**config.mk**
```make
export PLATFORM = sky130hd
export DESIGN_NAME = pmm_ctrl
export DESIGN_NICKNAME = d
export VERILOG_FILES = /design/src/rtl/pmm_pkg.sv /design/src/rtl/pmm_cfg_reg.sv /design/src/rtl/pmm_src_tracker.sv /design/src/rtl/pmm_mode_fsm.sv /design/src/rtl/pmm_ctrl.sv
export SDC_FILE = /design/constraint.sdc
export NUM_CORES = 1
export LEC_CHECK = 0
export BUFFER_PORTS_ARGS = -buffer_cell sky130_fd_sc_hd__buf_2
export CAP_MARGIN = 10
export CORE_MARGIN = 10
export CORE_UTILIZATION = 25
export CTS_CLUSTER_SIZE = 12
export DETAILED_ROUTE_END_ITERATION = 8
export PLACE_DENSITY = 0.48
export REMOVE_ABC_BUFFERS = 1
export SLEW_MARGIN = 20
export SYNTH_ARGS = -nofsm -noshare
export SYNTH_HDL_FRONTEND = slang
export SYNTH_SLANG_ARGS = --single-unit
```
**constraint.sdc**
```tcl
create_clock -name clk -period 1.8 [get_ports clk]
set_input_delay 0.18 -clock clk [delete_from_list [all_inputs] [get_ports clk]]
set_output_delay 0.18 -clock clk [all_outputs]
set_load 0.1 [all_outputs]
```
**src/rtl/pmm_pkg.sv**
```systemverilog
package pmm_pkg;
  localparam int NSRC   = 3;
  localparam int SEL_W  = 2;
  localparam int MODE_W = 3;

  typedef enum logic [1:0] {SRC_PRI = 2'd0, SRC_SEC = 2'd1, SRC_INT = 2'd2} src_t;
  typedef enum logic [1:0] {ST_RUN = 2'd0, ST_IDLE = 2'd1, ST_SLEEP = 2'd2} pstate_t;

  function automatic src_t decode_sel(input logic [SEL_W-1:0] sel);
    if (sel[1])      return SRC_INT;
    else if (sel[0]) return SRC_SEC;
    else             return SRC_PRI;
  endfunction

  function automatic logic [NSRC-1:0] src_onehot(input src_t s);
    logic [NSRC-1:0] v;
    v = '0;
    for (int i = 0; i < NSRC; i++) v[i] = (int'(s) == i);
    return v;
  endfunction

  function automatic logic [MODE_W-1:0] mode_of(input pstate_t st, input src_t s);
    case (st)
      ST_RUN:  return MODE_W'(1 + int'(s));
      ST_IDLE: return MODE_W'(4 + int'(s));
      default: return '0;
    endcase
  endfunction
endpackage

```
**src/rtl/pmm_cfg_reg.sv**
```systemverilog
module pmm_cfg_reg
  import pmm_pkg::*;
(
  input  logic             clk,
  input  logic             rst_n,
  input  logic             we,
  input  logic             idle_in,
  input  logic [SEL_W-1:0] sel_in,
  output logic             idle_q,
  output src_t             wr_src
);
  assign wr_src = decode_sel(sel_in);

  always_ff @(posedge clk or negedge rst_n) begin
    if (!rst_n)  idle_q <= 1'b0;
    else if (we) idle_q <= idle_in;
  end

  a_r2_int_decode: assert property (@(posedge clk) disable iff (!rst_n)
    sel_in[1] |-> wr_src == SRC_INT);
endmodule

```
**src/rtl/pmm_src_tracker.sv**
```systemverilog
module pmm_src_tracker
  import pmm_pkg::*;
(
  input  logic            clk,
  input  logic            rst_n,
  input  logic            we,
  input  src_t            wr_src,
  input  logic [NSRC-1:0] ready,
  output src_t            act_src,
  output logic            pending
);
  src_t req_src, req_nxt;
  logic nxt_ready;

  assign req_nxt = we ? wr_src : req_src;

  always_comb begin
    nxt_ready = 1'b0;
    for (int i = 0; i < NSRC; i++)
      if (int'(req_nxt) == i) nxt_ready = ready[i];
  end

  always_ff @(posedge clk or negedge rst_n) begin
    if (!rst_n) begin
      req_src <= SRC_PRI;
      act_src <= SRC_PRI;
    end else begin
      req_src <= req_nxt;
      if (nxt_ready) act_src <= req_nxt;
    end
  end

  assign pending = (req_src != act_src);

  a_r8_hold_unready: assert property (@(posedge clk) disable iff (!rst_n)
    (pending && !we && (ready & src_onehot(req_src)) == '0) |=> $stable(act_src));
  a_r8_complete: assert property (@(posedge clk) disable iff (!rst_n)
    (pending && !we && (ready & src_onehot(req_src)) != '0) |=> !pending);
endmodule

```
**src/rtl/pmm_mode_fsm.sv**
```systemverilog
module pmm_mode_fsm
  import pmm_pkg::*;
(
  input  logic    clk,
  input  logic    rst_n,
  input  logic    sleep_req,
  input  logic    wake_evt,
  input  logic    idle_q,
  output pstate_t state
);
  pstate_t nxt;

  always_comb begin
    nxt = state;
    unique case (state)
      ST_RUN:  if (sleep_req) nxt = idle_q ? ST_IDLE : ST_SLEEP;
      ST_IDLE,
      ST_SLEEP: if (wake_evt) nxt = ST_RUN;
      default: nxt = ST_RUN;
    endcase
  end

  always_ff @(posedge clk or negedge rst_n) begin
    if (!rst_n) state <= ST_RUN;
    else        state <= nxt;
  end

  a_r6_sleep_entry: assert property (@(posedge clk) disable iff (!rst_n)
    (state == ST_RUN && sleep_req) |=> state != ST_RUN);
  a_r6_ignored_outside_run: assert property (@(posedge clk) disable iff (!rst_n)
    (state != ST_RUN && sleep_req && !wake_evt) |=> $stable(state));
  a_r9_wake: assert property (@(posedge clk) disable iff (!rst_n)
    (state != ST_RUN && wake_evt) |=> state == ST_RUN);
endmodule

```
**src/rtl/pmm_ctrl.sv**
```systemverilog
module pmm_ctrl
  import pmm_pkg::*;
(
  input  logic              clk,
  input  logic              rst_n,
  input  logic              cfg_we,
  input  logic              cfg_idle_en,
  input  logic [SEL_W-1:0]  cfg_src_sel,
  input  logic              sleep_req,
  input  logic              wake_evt,
  input  logic [NSRC-1:0]   src_ready,
  output logic [MODE_W-1:0] mode_code,
  output logic              cpu_clk_en,
  output logic              periph_clk_en,
  output logic [NSRC-1:0]   clk_sel,
  output logic              switch_pending
);
  logic    idle_q;
  src_t    wr_src, act_src;
  pstate_t state;

  pmm_cfg_reg i_cfg (
    .clk(clk), .rst_n(rst_n), .we(cfg_we), .idle_in(cfg_idle_en),
    .sel_in(cfg_src_sel), .idle_q(idle_q), .wr_src(wr_src)
  );

  pmm_src_tracker i_trk (
    .clk(clk), .rst_n(rst_n), .we(cfg_we), .wr_src(wr_src),
    .ready(src_ready), .act_src(act_src), .pending(switch_pending)
  );

  pmm_mode_fsm i_fsm (
    .clk(clk), .rst_n(rst_n), .sleep_req(sleep_req), .wake_evt(wake_evt),
    .idle_q(idle_q), .state(state)
  );

  assign mode_code     = mode_of(state, act_src);
  assign cpu_clk_en    = (state == ST_RUN);
  assign periph_clk_en = (state != ST_SLEEP);
  assign clk_sel       = (state == ST_SLEEP) ? '0 : src_onehot(act_src);

  a_r3_run_gating: assert property (@(posedge clk) disable iff (!rst_n)
    cpu_clk_en |-> (periph_clk_en && $onehot(clk_sel)));
  a_r4_idle_gating: assert property (@(posedge clk) disable iff (!rst_n)
    (mode_code >= 3'd4) |-> (!cpu_clk_en && periph_clk_en && $onehot(clk_sel)));
  a_r5_sleep_dark: assert property (@(posedge clk) disable iff (!rst_n)
    (mode_code == 3'd0) |-> (!periph_clk_en && clk_sel == '0));
  a_r7_switch_now: assert property (@(posedge clk) disable iff (!rst_n)
    (cfg_we && (src_ready & src_onehot(wr_src)) != '0) |=> !switch_pending);
  a_r10_code_range: assert property (@(posedge clk) disable iff (!rst_n)
    mode_code != 3'd7);
endmodule

```
==> impl_metrics.env <==
export IMPL_synthCells=49
export IMPL_worstPathCellList="inv_1 > ha_1 > nor2b_1 > buf_2"
export IMPL_clk_pin_slew_ns=0.05
export IMPL_routed_wl_mm=1.135
export IMPL_overflow=0
export IMPL_cp_depth=4
export IMPL_areaGrowthSynthToFinish_pct=43.39
export IMPL_synth_cell_types=21
export IMPL_status="complete, no violations"
export IMPL_clock_latency_ns=0.26
export IMPL_nNetsFinal=92
export IMPL_core_um2=1942
export IMPL_die_y_um=64.80
export IMPL_rows=16
export IMPL_tightest_slew_ns=0.4961
export IMPL_crit_family="buffers and inverters"
export IMPL_gr_usage_met1_pct=6.849
export IMPL_port_buffers=19
export IMPL_finalSetupViolCount=0
export IMPL_root_buffer="clkbuf_4"
export IMPL_grt_use_total_pct=6.098
export IMPL_setup_slack_ns=0.08555
export IMPL_cts_sinks=7
export IMPL_period_share_pct=95.25
export IMPL_hold_ws_ns=0.1597
export IMPL_cts_buffers_inserted=3
export IMPL_antenna_found_initial=0
export IMPL_nFillCells=220
export IMPL_grtUsageMet3_pct=3.780
export IMPL_fin_crit_ns=1.714
export IMPL_syn_area_um2=501.7
export IMPL_ys_warn_count=0
export IMPL_rsz0062_at_grt="no"
export IMPL_ys_seq_area_share_pct=34.91
export IMPL_crit_arrival_ns=1.53
export IMPL_grt_max_degree=8
export IMPL_dp_hpwl_um=965.8
export IMPL_via_per_inst=4.100
export IMPL_pre_cts_slack_ns=0.3119
export IMPL_final_hold_viol_count=0
export IMPL_drt_iter0_markers=3
export IMPL_fmax_mhz=583.3
export IMPL_met2_usage_pct=8.005
export IMPL_n_antenna_cell=0
export IMPL_synth_seq_cells=7
export IMPL_cts_buffer_depth=2
export IMPL_hold_path_depth=2
export IMPL_path_buf_inv=2
export IMPL_crit_required_ns=1.62
export IMPL_criticalPathCategory="reg -> out"
export IMPL_place_congestion=0.7269
export IMPL_skew_ns=0.003123
export IMPL_slew_headroom_pct=67.16
export IMPL_cts_htree_levels=1
export IMPL_wl_per_cell_um=11.35
export IMPL_first_pass_iters=2
export IMPL_reg2reg_depth=5
export IMPL_first_global_vias=452
export IMPL_ios=20
export IMPL_critPathMaxFanout=6
export IMPL_die_width_um=64.80
export IMPL_end_kind="primary output"
export IMPL_max_stage_delay_ns=0.45
export IMPL_tritoncts="yes"
export IMPL_grt_busiest_layer="met2"
export IMPL_grt_pass1_wl_mm=2.021
export IMPL_drv_cap=0
export IMPL_maxSlewViolCount=0
export IMPL_ant_nets=0
export IMPL_min_path_type="in -> reg"
export IMPL_layout_drive_gt1_share_pct=38.36
export IMPL_drc=0
export IMPL_post_synth_cell_area_avg_um2=10.24
export IMPL_cp_start_kind="register"
export IMPL_start_util_pct=25.84
export IMPL_cp_slowest_cell="dfrtp_2"
export IMPL_dieArea_um2=4199
export IMPL_vias=410
==> flip-flops by register name, indices dropped and copies added (netlist names) <==
| signal | count |
|---|---|
| i_cfg.idle_q | 1 |
| i_fsm.state | 2 |
| i_trk.act_src | 2 |
| i_trk.req_src | 2 |
==> kinds of logic after synthesis <==
family	count (synthesis)	synth area share [%]
AOI/OAI and AO/OA	11	16.96
DFF	7	34.91
adders and majority gates	7	17.46
xor gates and xnor gates	2	3.492
muxes	4	9.475
buffers and inverters	7	5.238
and+or+nand+nor	11	12.47
==> stage by stage <==
step | setup TNS [ns] | utilization [%] | cells | area (um^2)
global route | 0 | 37.05 | 100 | 719.4
finish | 0 | 37.05 | 100 | 719.4
global placement | 0 | 34.79 | 95 | 675.6
detailed placement | 0 | 34.79 | 95 | 675.6
CTS | 0 | 36.66 | 100 | 711.9
floorplan | -2.684 | - | 49 | 501.7
==> layout by cell type, fill, tap and decap left out, drive strengths merged <==
cell type / instances
buf: 17
inv: 7
ha: 7
dfrtp: 7
clkbuf: 6
nor2b: 4
nand2: 4
a22o: 3
mux2: 3
xnor2: 2
nand2b: 2
a21o: 1
nand3b: 1
a2bb2oi: 1
a211o: 1
o211ai: 1
a21oi: 1
o32ai: 1
mux2i: 1
o21ai: 1
o31ai: 1
dlygate4sd3: 1
==> layer usage <==
layer  up-vias  share of wire, %
li1        216                 -
met1       173                49
met2        18                38
met3         3                11
met4         0               2.2
met5         -                 0
==> final cells by class <==
| class | instances | area, um^2 | share of cell area, % |
|---|---|---|---|
| Clock buffer | 4 | 26.28 | 3.652 |
| Inverter | 7 | 26.28 | 3.652 |
| Multi-Input combinational cell | 35 | 300.3 | 41.74 |
| Sequential cell | 7 | 177.7 | 24.70 |
| Tap cell | 27 | 33.78 | 4.696 |
| Timing Repair Buffer | 20 | 155.1 | 21.57 |
==> cell usage after synthesis <==
master | number | area (um^2)
dfrtp_1 | 7 | 175.2
ha_1 | 7 | 87.58
inv_1 | 7 | 26.28
nand2_1 | 4 | 15.01
nor2b_1 | 4 | 25.02
a22o_1 | 3 | 26.28
mux2_2 | 2 | 22.52
xnor2_1 | 2 | 17.52
a211o_1 | 1 | 8.760
a21o_1 | 1 | 7.510
a21oi_1 | 1 | 5.000
a2bb2oi_1 | 1 | 8.760
mux2_4 | 1 | 15.01
mux2i_1 | 1 | 10.01
nand2b_1 | 1 | 6.260
nand2b_2 | 1 | 8.760
nand3b_1 | 1 | 7.510
o211ai_1 | 1 | 7.510
o21ai_0 | 1 | 5.000
o31ai_1 | 1 | 7.510
o32ai_1 | 1 | 8.760
==> timing repair <==
| item | CTS | global route |
|---|---|---|
| endpoints found under the setup margin | 0 | 4 |
| hold buffers | 1 | 0 |
| setup buffers | 0 | 0 |
| endpoints found under the hold margin | 7 | 0 |
| resized for setup | 0 | 4 |
==> path summary, 6_finish.rpt <==
check | slack, ns | end | startpoint
worst max register to register | 0.44 | i_fsm.state[1] | i_fsm.state[1]
worst min register to register | 0.55 | i_cfg.idle_q | i_cfg.idle_q
max in group asynchronous | 1.34 | i_trk.act_src[0] | rst_n
worst min-delay path | 0.16 | i_cfg.idle_q | cfg_idle_en
min in group asynchronous | 0.29 | i_fsm.state[0] | rst_n
worst max-delay path | 0.09 | clk_sel[0] | i_trk.act_src[1]
Power is not shown: default switching activity piles up to over one toggle a cycle in this logic, so the estimate is an artifact.
